[src/rtl/sample_timebase.sv]
module sample_timebase #(
  parameter int CNT_W = 20
) (
  input  logic       clk,
  input  logic       rst_n,
  input  logic [4:0] tb_code,
  input  logic       fall_edge,
  input  logic       ext_clk,
  input  logic       step_req,
  output logic       sample_stb
);

  localparam logic [4:0] CODE_EXT  = 5'd30;
  localparam logic [4:0] CODE_STEP = 5'd31;

  function automatic logic [CNT_W-1:0] ratio_of(input logic [4:0] c);
    case (c)
      5'd0:    ratio_of = CNT_W'(1);
      5'd1:    ratio_of = CNT_W'(2);
      5'd2:    ratio_of = CNT_W'(5);
      5'd3:    ratio_of = CNT_W'(10);
      5'd4:    ratio_of = CNT_W'(20);
      5'd5:    ratio_of = CNT_W'(50);
      5'd6:    ratio_of = CNT_W'(100);
      5'd7:    ratio_of = CNT_W'(200);
      5'd8:    ratio_of = CNT_W'(500);
      5'd9:    ratio_of = CNT_W'(1000);
      5'd10:   ratio_of = CNT_W'(2000);
      5'd11:   ratio_of = CNT_W'(5000);
      5'd12:   ratio_of = CNT_W'(10000);
      5'd13:   ratio_of = CNT_W'(20000);
      5'd14:   ratio_of = CNT_W'(50000);
      5'd15:   ratio_of = CNT_W'(100000);
      5'd16:   ratio_of = CNT_W'(200000);
      5'd17:   ratio_of = CNT_W'(500000);
      5'd18:   ratio_of = CNT_W'(1000000);
      CODE_EXT,
      CODE_STEP: ratio_of = CNT_W'(1);
      default: ratio_of = CNT_W'(2);
    endcase
  endfunction

  logic [4:0]       code_q;
  logic [CNT_W-1:0] cnt;
  logic [CNT_W-1:0] ratio;
  logic [CNT_W-1:0] phase;
  logic [2:0]       ext_sh;
  logic             step_q;
  logic             code_chg;
  logic             ext_rise;
  logic             ext_fall;
  logic             stb_d;

  assign ratio    = ratio_of(tb_code);
  assign phase    = fall_edge ? (ratio >> 1) : '0;
  assign code_chg = (tb_code != code_q);
  assign ext_rise = ext_sh[1] & ~ext_sh[2];
  assign ext_fall = ~ext_sh[1] & ext_sh[2];

  always_comb begin
    case (tb_code)
      CODE_EXT:  stb_d = fall_edge ? ext_fall : ext_rise;
      CODE_STEP: stb_d = step_req & ~step_q;
      default:   stb_d = ~code_chg && (cnt == phase);
    endcase
  end

  always_ff @(posedge clk or negedge rst_n) begin
    if (!rst_n) begin
      code_q     <= '0;
      cnt        <= '0;
      ext_sh     <= '0;
      step_q     <= 1'b0;
      sample_stb <= 1'b0;
    end else begin
      code_q     <= tb_code;
      ext_sh     <= {ext_sh[1:0], ext_clk};
      step_q     <= step_req;
      sample_stb <= stb_d;
      if (code_chg || cnt >= ratio - CNT_W'(1))
        cnt <= '0;
      else
        cnt <= cnt + CNT_W'(1);
    end
  end

endmodule


[config.mk]
export PLATFORM = sky130hd
export DESIGN_NAME = sample_timebase
export DESIGN_NICKNAME = d
export VERILOG_FILES = /design/src/rtl/sample_timebase.sv
export SDC_FILE = /design/constraint.sdc
export NUM_CORES = 1
export LEC_CHECK = 0
export ABC_AREA = 1
export BUFFER_PORTS_ARGS = -buffer_cell sky130_fd_sc_hd__buf_4
export CORE_MARGIN = 3
export CORE_UTILIZATION = 55
export DETAILED_ROUTE_END_ITERATION = 6
export PLACE_DENSITY = 0.72
export REMOVE_ABC_BUFFERS = 1
export SETUP_SLACK_MARGIN = 0.15
export SYNTH_ARGS = -nofsm -noshare
export SYNTH_HDL_FRONTEND = slang
export SYNTH_SLANG_ARGS = --single-unit
[constraint.sdc]
create_clock -name clk -period 2.4 [get_ports clk]
set_clock_uncertainty 0.15 [all_clocks]
set_input_delay 0.36 -clock clk [delete_from_list [all_inputs] [get_ports clk]]
set_output_delay 0.36 -clock clk [all_outputs]
set_load 0.03 [all_outputs]
## After elaboration in Yosys (flattened, before gate mapping)

Memory sizes are Yosys's and may differ from the RTL's.
Cells that the tools add are included.
W data, S select, Z words.

- $add $sub $neg: 2
- $lt $le $gt $ge: 1
- Equality and inequality tests: 4
- Mux-type cells: 4
- Bitwise operators: 7
- Reduce and logical (&&, ||, !) cells: 2

Operator list:

| kind | count |
|---|---|
| $add A20 B1 Y20 const B | 1 |
| $eq A20 B19 Y1 | 1 |
| $ge A20 B20 Y1 | 1 |
| $mux W20 | 1 |
| $sub A20 B1 Y20 const B | 1 |
| $mux W19 | 1 |
| $eq A5 B5 Y1 const B | 2 |
| $ne A5 B5 Y1 | 1 |
| $not A1 Y1 | 4 |
| $and A1 B1 Y1 | 3 |
| $pmux W1 S2 | 1 |
| $logic_and A1 B1 Y1 | 1 |
| $logic_or A1 B1 Y1 | 1 |
| $mux W1 | 1 |

- Register bits: 30
- Bits in read-only memories: 640
- Word-level logic and storage cells: 26
- Memories: 1

Memory list:

| memory | depth | width | rd ports | clocked after memory_dff | wr ports | RTL line | source |
|---|---|---|---|---|---|---|---|
| (no name shown) | 32 | 20 | 1 | 0 | 0 | 17 | `case (c)` |

## Depth between registers and ports, before layout

Gate-level depths: netlist of the first run.
An unclocked memory read counts as a cell.

- Depth after elaboration: 5
- Gate-level depth with buffers: 23
- Gate-level depth less buffers: 21

## Least setup slack after synthesis of the first run

Ideal clock, no wire load.

- Path type: input-to-reg
- Start: input port tb_code[4]
- End: register cnt[10]
- Setup time: 0.136 ns
- Arrival time: 2.827 ns
- Path slack: -0.712 ns
- Stages: 21
- Path buffers: 3
- Path through: buf_6 > buf_6 > nand3_4 > o21ai_0 > inv_1 > ha_1 > nand3_2 > nor2_2 > nand3_2 > inv_2 > nand3_1 > xor2_1 > ha_1 > nand2_1 > nor2_1 > nand2_1 > inv_1 > nand3_1 > nand4_1 > clkbuf_1 > nor3_1

- Word-level cells in the longest chain between the ends: 5

RTL lines:

| what | RTL line | source |
|---|---|---|
| from (decl) | 6 | `input logic [4:0] tb_code,` |
| $mem_v2 Z32 W20 | - |  |
| $sub A20 B1 Y20 | 80 | `if (code_chg \|\| cnt >= ratio - CNT_W'(1))` |
| $ge A20 B20 Y1 | 80 |  |
| $logic_or A1 B1 Y1 * | 80 |  |
| $mux W20 * | 80 |  |
| to (signal assigned) | 83 | `cnt <= cnt + CNT_W'(1);` |
| to (decl) | 44 | `logic [CNT_W-1:0] cnt;` |

Mark *: on every way between the ends. The rest lies on a longest branch, timed or not.

## Worst setup path after layout of the first run

- Start: input port tb_code[3]
- End: register cnt[11]

Same word-level chain as after synthesis.

==> results.yml, run 1 <==
final_layout:
  utilization_pct: 80.65
  diodes: 0
  layout_common_cells: "118 x nand2_1, 89 x buf_4, 40 x nor2_1"
  fin_nets: 601
  area_growth_pct: 40.63
  drive_gt1_share_pct: 36.35
  final_common_cell: "nand2_1"
logic_synthesis:
  synth_edf_count: 0
  synth_top_family_by_area: "simple AND/OR/NAND/NOR gates"
  yosysSeqAreaShare_pct: 23.48
  synth_ff_type: "dfrtp_1"
  synthXorXnorAreaFrac_pct: 6.301
  synth.area.mux_share_pct: 0
  ys_async_sr_fraction_pct: 100.0
  synth_area_mm2: 0.003197
  synth.distinct_cells: 38
  synth-simple-area-share_pct: 43.84
  synth-compound-area-share_pct: 6.067
  postSynthCellCount: 466
  synth-adder-area-share_pct: 10.96
  ys_ff_latch: 30
  avgSynthCellArea_um2: 6.860
  ys_warn_count: 0
clock_tree:
  clockBufferDepth: 2
  clock_latency_ps: 290
  tritoncts: "built"
  clock_sinks: 30
  clkTransAtPathRegs_ps: 70
  root_buffer: "clkbuf_8"
  cts_max_level: 2
  cts_buffers: 5
sta:
  fin_crit_ps: 2966
  maxSlewViolCount: 0
  max_freq_mhz: 337.2
  setup_violations: 20
  final_hold_viol_count: 0
  rsz0062_at_grt: "yes"
  relSlewSlack_pct: 48.59
  worst_pin_slew_ps: 770.4
  final_critical_path_setup_slack_ps: -565.8
  period_share_pct: 123.6
  fin_setup_tns_ps: -9839
pwr:
  powerDensity_mw_per_mm2: 333.9
  vdd_drop_max_uv: 275.4
  p_leak_uw: 0.002160
worst_setup_path:
  cp_top_family: "simple AND/OR/NAND/NOR gates"
  setup.worst_path.class: "primary input to register"
  cp_slowest_cell: "or2_4"
  critPathMaxFanout: 5
  crit_chain: "buf_8 -> buf_4 -> inv_4 -> buf_6 -> nor2_1 -> nand2_1 -> o21ai_2 -> or2_4 -> nor2_4 -> nand3_2 -> xor2_1 -> ha_1 -> nand2_2 -> nor2_4 -> nand2_1 -> inv_1 -> nand3_1 -> nand4_1 -> buf_6 -> buf_6 -> buf_6 -> nor3_2"
  worst_setup_path_start_kind: "primary input"
  crit_buf_inv: 8
  path_common_cell: "buf_6"
  critPathArrivalTime_ps: 2950
  end_kind: "register"
  cp.required_ps: 2380
  cpPeakStageDelay_ps: 290
global_routing:
  grt_pass1_vias: 3397
  grt_usage_pct: 33.96
  grt-ovfl-total: 0
  grt_first_pass_wirelength_mm: 17.08
  grt_max_degree: 31
  grt_antenna_before_repair: 0
job:
  maxCapViolCount: 0
floorplan:
  die_w_um: 82.24
  die_h_um: 82.24
  core_area_mm2: 0.005574
  num_rows: 27
  io_pins: 11
  die_area_mm2: 0.006763
  initial_core_util_pct: 57.35
place:
  gp_congestion: 1.019
  hpwlAfterDp_mm: 7.670
  io_buffers: 10
drt:
  wire_per_inst_um: 17.58
  routed_via_density: 5.711
  drc: 0
  vias: 3632
  postRouteWirelength_mm: 11.18
  firstDrtPassIters: 5
  drt_iter0_markers: 383
  ant_nets: 0
outcome:
  status: "finished with violations"
  violations: "negative setup slack"
worst_hold_path:
  hp-class: "primary input to register"
[metal layers]
layer / track usage, % / vias to the layer above / wire (µm)
met2: 56.33 / 198 / 5265
met4: 15.28 / 0 / 466
met5: 0 / - / 0
li1: - / 1716 / -
met1: 43.48 / 1660 / 4577
met3: 4.989 / 58 / 872
[final timing paths]
check | startpoint | to | slack [ps] | cells after the start
setup / recovery | tb_code[3] | cnt[11] | -570 | 22
max in group asynchronous | rst_n | cnt[16] | 1410 | 2
hold / removal | ext_clk | ext_sh[0] | 30 | 1
min in group asynchronous | rst_n | cnt[3] | 390 | 2
hold reg to reg | ext_sh[0] | ext_sh[1] | 210 | 0
setup reg to reg | cnt[4] | cnt[11] | 210 | 9
[logic make-up (layout without fill, tap and decap cells)]
kind of cell | after synthesis | count (layout)
adder cells (fa/ha/maj) | 28 | 28
buffers and inverters | 66 | 164
AND/OR/NAND/NOR | 286 | 286
XOR/XNOR | 23 | 23
AO/OA/AOI/OAI | 33 | 33
flip-flops | 30 | 30
[sequential cells by signal (all words and copies together) (netlist names)]
name and count:
sample_stb 1, code_q 5, step_q 1, cnt 20
ext_sh 3
[area by class of cell]
type | count | area (µm²)
clock inverters | 2 | 12.51
well taps | 72 | 90.09
inverters | 51 | 219.0
multi-input cells | 370 | 2427
repair buffers | 105 | 913.4
clock buffers | 6 | 82.58
fillers | 379 | 1079
flip-flops and latches | 30 | 750.7
[power by group]
group          total, µW  internal (µW)  switching, µW
Clock                438            230            208
Combinational        544            239            304
Sequential           519            514           4.74
Total               1500            984            517
[Yosys cell counts (2+ instances only)]
cell type | n | area share, %
o21ai_2 | 4 | 1.1
buf_6 | 5 | 1.8
nand3_1 | 37 | 5.8
buf_2 | 6 | 0.94
xnor2_1 | 4 | 1.1
nor3_2 | 6 | 1.9
nor2_4 | 3 | 1.1
nor3_1 | 21 | 3.3
a21oi_1 | 10 | 1.6
inv_1 | 43 | 5.0
nor2_1 | 44 | 5.2
clkbuf_1 | 4 | 0.47
xor2_1 | 19 | 5.2
nor2_2 | 3 | 0.59
nand3b_1 | 3 | 0.70
nand3_2 | 5 | 1.6
nand4_1 | 17 | 3.3
dfrtp_1 | 30 | 23
nand2_2 | 11 | 2.2
nand2_1 | 125 | 15
inv_2 | 6 | 0.70
o21ai_0 | 13 | 2.0
nand2_4 | 4 | 1.4
o21bai_1 | 2 | 0.47
ha_1 | 28 | 11
[worst reg2reg max path: stages (launching register included)]
cell     delay (ps)
dfrtp_1         520
ha_1            360
nand2_1          80
nor4_1          280
nand3_1         110
nand4_1         120
buf_6           150
buf_6           100
buf_6           130
nor3_2           40
[through the flow]
step | std cells | hold WS, ps | area [µm²] | setup WS, ps | power (µW)
detailed placement | 609 | 169.8 | 3844 | -919.8 | 942.2
floorplan | 451 | -85.59 | 3095 | -886.7 | 741.0
global placement | 609 | 156.3 | 3844 | -891.5 | 933.9
global route | 636 | 22.02 | 4496 | -716.3 | 1579
CTS | 634 | 27.20 | 4390 | -554.3 | 1458
finish | 636 | 33.59 | 4496 | -565.8 | 1501
[timing repair]
item	CTS	global route
setup endpoints to repair	20	20
pin swaps	25	21
buffers inserted	14	2
hold buffers	1	0
hold endpoints to repair	30	0
gates cloned	2	0
resized for setup	70	25
No activity file was read; power rests on OpenSTA's default activity.
==> run 2, diff against run 1 <==
--- a/config.mk
+++ b/config.mk
@@ -7,12 +7,14 @@
 export LEC_CHECK = 0
 export ABC_AREA = 1
 export BUFFER_PORTS_ARGS = -buffer_cell sky130_fd_sc_hd__buf_4
+export CELL_PAD_IN_SITES_DETAIL_PLACEMENT = 0
+export CELL_PAD_IN_SITES_GLOBAL_PLACEMENT = 2
 export CORE_MARGIN = 3
-export CORE_UTILIZATION = 55
+export CORE_UTILIZATION = 36
 export DETAILED_ROUTE_END_ITERATION = 6
-export PLACE_DENSITY = 0.72
-export REMOVE_ABC_BUFFERS = 1
+export PLACE_DENSITY_LB_ADDON = 0.1
 export SETUP_SLACK_MARGIN = 0.15
+export SKIP_CTS_REPAIR_TIMING = 1
 export SYNTH_ARGS = -nofsm -noshare
 export SYNTH_HDL_FRONTEND = slang
 export SYNTH_SLANG_ARGS = --single-unit
==> run 2 against run 1 <==
The flow still finishes with violations (negative setup slack). Count of clock-buffer cells in the layout up 1. Die area up 49%. Worst hold slack better by 7.6 ps. Utilization down 30 points. Global-route usage down 13 points. Critical endpoint is now cnt[1]. Sequential share of layout area up 0.77 points. Critical path depth down 1.
==> results.yml, run 2 (synthesis results as in run 1) <==
final_layout:
  area_growth_pct: 34.40
  regMostFlops: "cnt"
  multi_input_area_mm2: 0.002328
  utilization_pct: 51.01
  regArea_um2: 750.7
  fin_nets: 591
  drive_gt1_share_pct: 32.49
  layout_common_cells: "125 x nand2_1, 86 x buf_4, 41 x nor2_1"
  diodes: 0
  reg_top3: "cnt (20), code_q (5), ext_sh (3)"
  nFillCells: 843
  largest_register_ffs: 20
  final_common_cell: "nand2_1"
worst_setup_path:
  cp_top_family: "simple AND/OR/NAND/NOR gates"
  crit_cells: 21
  timing.rr.start: "cnt[8]"
  reg2reg_depth: 8
  end_kind: "register"
  cpPeakStageDelay_ps: 260
  setup.worst_path.class: "primary input to register"
  cp_slowest_cell: "ha_4"
  critPathMaxFanout: 5
  worst_setup_path_start_kind: "primary input"
  crit_chain: "buf_8 -> buf_12 -> ha_4 -> nand3_2 -> nand3_2 -> nand3_4 -> ha_4 -> nand3_2 -> nor2_2 -> nand3_2 -> inv_2 -> nand2_2 -> and2_4 -> ha_4 -> nand4_1 -> nor3_1 -> nand3_1 -> nand4_1 -> buf_6 -> clkbuf_16 -> nor3_2"
  cp-endpoint: "cnt[1]"
  r2r_setup_slack_ps: 290
  startpoint: "tb_code[0]"
  critPathArrivalTime_ps: 3050
  cp.required_ps: 2380
  path_common_cell: "nand3_2"
  r2r_end: "cnt[1]"
  crit_buf_inv: 5
sta:
  max_freq_mhz: 325.9
  setup_violations: 20
  rsz0062_at_grt: "yes"
  worst_pin_slew_ps: 939.4
  maxSlewViolCount: 0
  relSlewSlack_pct: 37.31
  final_hold_viol_count: 0
  final_critical_path_setup_slack_ps: -668.8
  fin_setup_tns_ps: -13130
  period_share_pct: 127.9
  fin_crit_ps: 3069
global_routing:
  grt_usage_pct: 21.01
  grt_antenna_before_repair: 0
  grt_pass1_vias: 3164
  grt-ovfl-total: 0
  grt_first_pass_wirelength_mm: 16.50
  grt_max_degree: 34
clock_tree:
  clockBufferDepth: 2
  cts_buffers: 5
  clkTransAtPathRegs_ps: 60
  clock_sinks: 30
  clock_latency_ps: 280
  tritoncts: "built"
  cts_max_level: 2
  root_buffer: "clkbuf_8"
worst_hold_path:
  hp-class: "primary input to register"
floorplan:
  die_w_um: 100.2
  initial_core_util_pct: 37.95
  num_rows: 33
  die_area_mm2: 0.01005
  io_pins: 11
  die_h_um: 100.2
  core_area_mm2: 0.008423
drt:
  postRouteWirelength_mm: 10.42
  vias: 3268
  drt_iter0_markers: 185
  firstDrtPassIters: 5
  drc: 0
  wire_per_inst_um: 15.81
  ant_nets: 0
  routed_via_density: 4.959
logic_synthesis:
  synth.net_count: 504
place:
  post-place-ws_ps: -959.6
  gp_congestion: 0.8593
  io_buffers: 10
  hpwlAfterDp_mm: 8.261
outcome:
  violations: "negative setup slack"
  status: "finished with violations"
job:
  maxCapViolCount: 0
pwr:
  total_power_uw: 1405
  vdd_drop_max_uv: 367.9
  powerDensity_mw_per_mm2: 327.1
  p_leak_uw: 0.002072
## run 2: changes by cell type in the layout (fill, tap and decap cells not counted), moves of 4 or more
cell and delta:
nand2_1 +7, nand2_2 -5, o21ai_2 -4, nor3_1 -5, nor3_2 +4
## run 2: final cells by class
type,count,share of cell area [%]
well taps,105,3.058
repair buffers,95,18.49
flip-flops and latches,30,17.47
inverters,51,4.659
multi-input cells,370,54.19
clock inverters,1,0.1165
clock buffers,7,2.009
## run 2: worst min-delay path by stage
stage	end	startpoint	cells past startpoint	slack, ps
2_1_floorplan	cnt[0]	rst_n	0	-90
3_5_place_dp	ext_sh[0]	rst_n	1	160
4_1_cts	step_q	rst_n	1	-150
6_report	ext_sh[0]	ext_clk	1	40
3_3_place_gp	code_q[3]	rst_n	1	150
5_1_grt	ext_sh[0]	ext_clk	1	40
## run 2: routing by layer
metal,vias up,global-route usage [%],routed length (µm)
met1,1491,31.47,5332
met5,-,0,0
met4,0,5.078,217
li1,1691,-,-
met2,71,32.47,4486
met3,15,1.876,384
## run 2: where the power goes
part | internal [µW] | total, µW | leakage, µW | switching [µW]
combinational | 204 | 466 | 0.00163 | 261
sequential | 514 | 519 | 0.000398 | 4.35
clock | 231 | 421 | 0.0000482 | 190
## run 2: per-stage QoR
step	cells	hold slack (ps)	area, µm²
5_1_grt	659	35.52	4297
2_1_floorplan	466	-85.59	3234
3_5_place_dp	645	156.1	3938
3_3_place_gp	645	153.7	3938
4_1_cts	653	-146.8	4029
6_report	659	41.16	4297
==> run 3, diff against run 2 <==
--- a/config.mk
+++ b/config.mk
@@ -5,13 +5,14 @@
 export SDC_FILE = /design/constraint.sdc
 export NUM_CORES = 1
 export LEC_CHECK = 0
-export ABC_AREA = 1
+export ABC_AREA = 0
 export BUFFER_PORTS_ARGS = -buffer_cell sky130_fd_sc_hd__buf_4
 export CELL_PAD_IN_SITES_DETAIL_PLACEMENT = 0
 export CELL_PAD_IN_SITES_GLOBAL_PLACEMENT = 2
 export CORE_MARGIN = 3
-export CORE_UTILIZATION = 36
+export CORE_UTILIZATION = 39
 export DETAILED_ROUTE_END_ITERATION = 6
+export HOLD_SLACK_MARGIN = 0.08
 export PLACE_DENSITY_LB_ADDON = 0.1
 export SETUP_SLACK_MARGIN = 0.15
 export SKIP_CTS_REPAIR_TIMING = 1
==> run 3 against run 2 <==
The run still ends with negative setup slack left. Utilization is 7.4 points higher. Synthesized cell count is 24% lower. Global-route usage is 1.4 points higher. Critical path type unchanged. Largest cell class unchanged.
==> results.yml, run 3 <==
worst_hold_path:
  hp-class: "primary input to register"
  worstHoldStart: "tb_code[0]"
  min_to: "code_q[0]"
  min_path_cells: 2
logic_synthesis:
  synth.net_count: 393
  synth-adder-area-share_pct: 11.83
  synth_top_area_share_pct: 25.36
  synth_common_cells: "30 x dfrtp_1, 28 x ha_1, 26 x nor2_1"
  synth-compound-area-share_pct: 17.37
  ys_warn_count: 0
  synth_top_family_by_area: "simple AND/OR/NAND/NOR gates"
  synthXorXnorAreaFrac_pct: 10.65
  synth_most_common_cell: "dfrtp_1"
  synth_edf_count: 0
  ys_async_sr_fraction_pct: 100.0
  yosysTopAreaCell: "dfrtp_1"
  yosysSeqAreaShare_pct: 25.36
  synth_area_mm2: 0.002960
  synth-simple-area-share_pct: 27.18
  synth.distinct_cells: 53
  yosys-top-cells-area: "dfrtp_1 25%, ha_1 12%, xor2_1 5.9%"
  ys_ff_latch: 30
  synth_ff_type: "dfrtp_1"
  synth.area.mux_share_pct: 1.691
  postSynthCellCount: 355
  avgSynthCellArea_um2: 8.339
global_routing:
  grt_max_degree: 31
  grt_antenna_before_repair: 0
  grt_use_met2_pct: 35.75
  grt_pass1_vias: 2900
  grt_use_met1_pct: 32.52
  busiest_layer: "met2"
  grt_usage_pct: 22.37
  grt-ovfl-total: 0
  grtUsageMet3_pct: 2.655
  grt_first_pass_wirelength_mm: 15.26
place:
  gp_congestion: 0.8819
  hpwlAfterDp_mm: 7.395
  io_buffers: 10
  placed_cell_area_mm2: 0.003915
floorplan:
  num_rows: 31
  io_pins: 11
  initial_core_util_pct: 40.60
  core_area_mm2: 0.007292
  die_w_um: 93.13
  die_h_um: 93.13
  die_area_mm2: 0.008672
worst_setup_path:
  crit_chain: "buf_12 -> inv_8 -> ha_4 -> mux2i_1 -> nor3_1 -> a21oi_2 -> ha_2 -> nand2b_4 -> nor4b_4 -> nand3_2 -> nor4_4 -> xor2_1 -> ha_1 -> nand4_1 -> or2_4 -> o21ai_4 -> buf_6 -> buf_6 -> nor2_1"
  worst_setup_path_start_kind: "primary input"
  cpPeakStageDelay_ps: 350
  timing.rr.start: "cnt[0]"
  setup.worst_path.class: "primary input to register"
  end_kind: "register"
  crit_buf_inv: 4
  critPathArrivalTime_ps: 3600
  cp_slowest_cell: "nor4_4"
  cp.required_ps: 2440
  critPathMaxFanout: 6
  startpoint: "tb_code[1]"
  r2r_setup_slack_ps: 130
  cp_top_family: "simple AND/OR/NAND/NOR gates"
  r2r_end: "cnt[7]"
  reg2reg_depth: 10
  path_common_cell: "buf_6"
pwr:
  power.share.combinational_pct: 31.7
  vdd_drop_max_uv: 239.9
  p_sw_uw: 474.7
  powerDensity_mw_per_mm2: 367.9
  p_leak_uw: 0.001920
  pwr-share-seq_pct: 33.1
  intPower_uw: 1092
  pwr-share-clk_pct: 35.2
  sw_frac_of_total_pct: 30.29
final_layout:
  drive_gt1_share_pct: 37.69
  layout_common_cells: "104 x buf_4, 30 x dfrtp_1, 23 x nor2_1, 23 x ha_1, 22 x nand2_1"
  final_cell_area_mm2: 0.004259
  diodes: 0
  regMostFlops: "cnt"
  nFillCells: 713
  area_growth_pct: 43.87
  largest_register_ffs: 20
  final_common_cell: "buf_4"
  reg_top3: "cnt (20), code_q (5), ext_sh (3)"
  utilization_pct: 58.41
  fin_nets: 489
drt:
  drc: 0
  routed_via_density: 5.502
  vias: 3026
  ant_nets: 0
  drt_iter0_markers: 210
  postRouteWirelength_mm: 9.494
  wire_per_inst_um: 17.26
  firstDrtPassIters: 5
clock_tree:
  clock_sinks: 30
  root_buffer: "clkbuf_8"
  cts_max_level: 2
  tritoncts: "built"
  clockBufferDepth: 2
  clkTransAtPathRegs_ps: 70
  clock_latency_ps: 290
  cts_buffers: 5
sta:
  max_freq_mhz: 280.4
  period_share_pct: 148.6
  final_critical_path_setup_slack_ps: -1167
  worst_pin_slew_ps: 586.3
  relSlewSlack_pct: 60.61
  fin_crit_ps: 3567
  maxSlewViolCount: 0
  setup_violations: 21
  rsz0062_at_grt: "yes"
  final_hold_viol_count: 0
job:
  maxCapViolCount: 0
outcome:
  status: "finished with violations"
  violations: "negative setup slack"
## run 3: how the worst max path moves through the flow
| stage | to | cells after the start |
|---|---|---|
| after floorplan | cnt[0] | 19 |
| after global placement | cnt[1] | 17 |
| after detailed placement | cnt[1] | 18 |
| after CTS | cnt[1] | 18 |
| after global routing | cnt[3] | 19 |
| final | cnt[3] | 19 |
## run 3: power by group through the flow
stage,Clock (µW),Combinational (µW),Sequential [µW]
2_1_floorplan,0,278,528
3_3_place_gp,0,449,527
6_report,552,497,518
5_1_grt,581,546,519
3_5_place_dp,0,453,528
4_1_cts,555,456,518
## run 3: stage by stage
step	hold slack (ps)	total power, µW	TNS (ps)	setup slack, ps	instances
3_3_place_gp	160.5	976.9	-29450	-1498	532
6_report	179.6	1567	-22750	-1167	550
3_5_place_dp	171.6	980.8	-30270	-1586	532
2_1_floorplan	-85.59	805.6	-22950	-1213	355
5_1_grt	188.3	1646	-26810	-1357	550
4_1_cts	-137.9	1529	-24400	-1311	539
## run 3: metal layers
layer	vias to the layer above	routed length (µm)
li1	1486	-
met1	1457	4545
met2	72	4519
met3	11	337
met4	0	91
met5	-	0
## run 3: cell type report
type	count	area [µm²]	share of cell area (%)
Multi-Input combinational cell	288	2300	54.00
Sequential cell	30	750.7	17.63
Clock inverter	1	30.03	0.7051
Clock buffer	6	82.58	1.939
Inverter	12	57.56	1.351
Timing Repair Buffer	114	914.6	21.47
Tap cell	99	123.9	2.908
## run 3: kinds of logic (layout without fill, tap and decap cells)
| family | count (synthesis) | after routing |
|---|---|---|
| flops | 30 | 30 |
| xor+xnor | 36 | 36 |
| compound gates | 74 | 74 |
| simple gates | 145 | 145 |
| mux | 5 | 5 |
| fa+ha+maj | 28 | 28 |
| buf+inv | 37 | 133 |
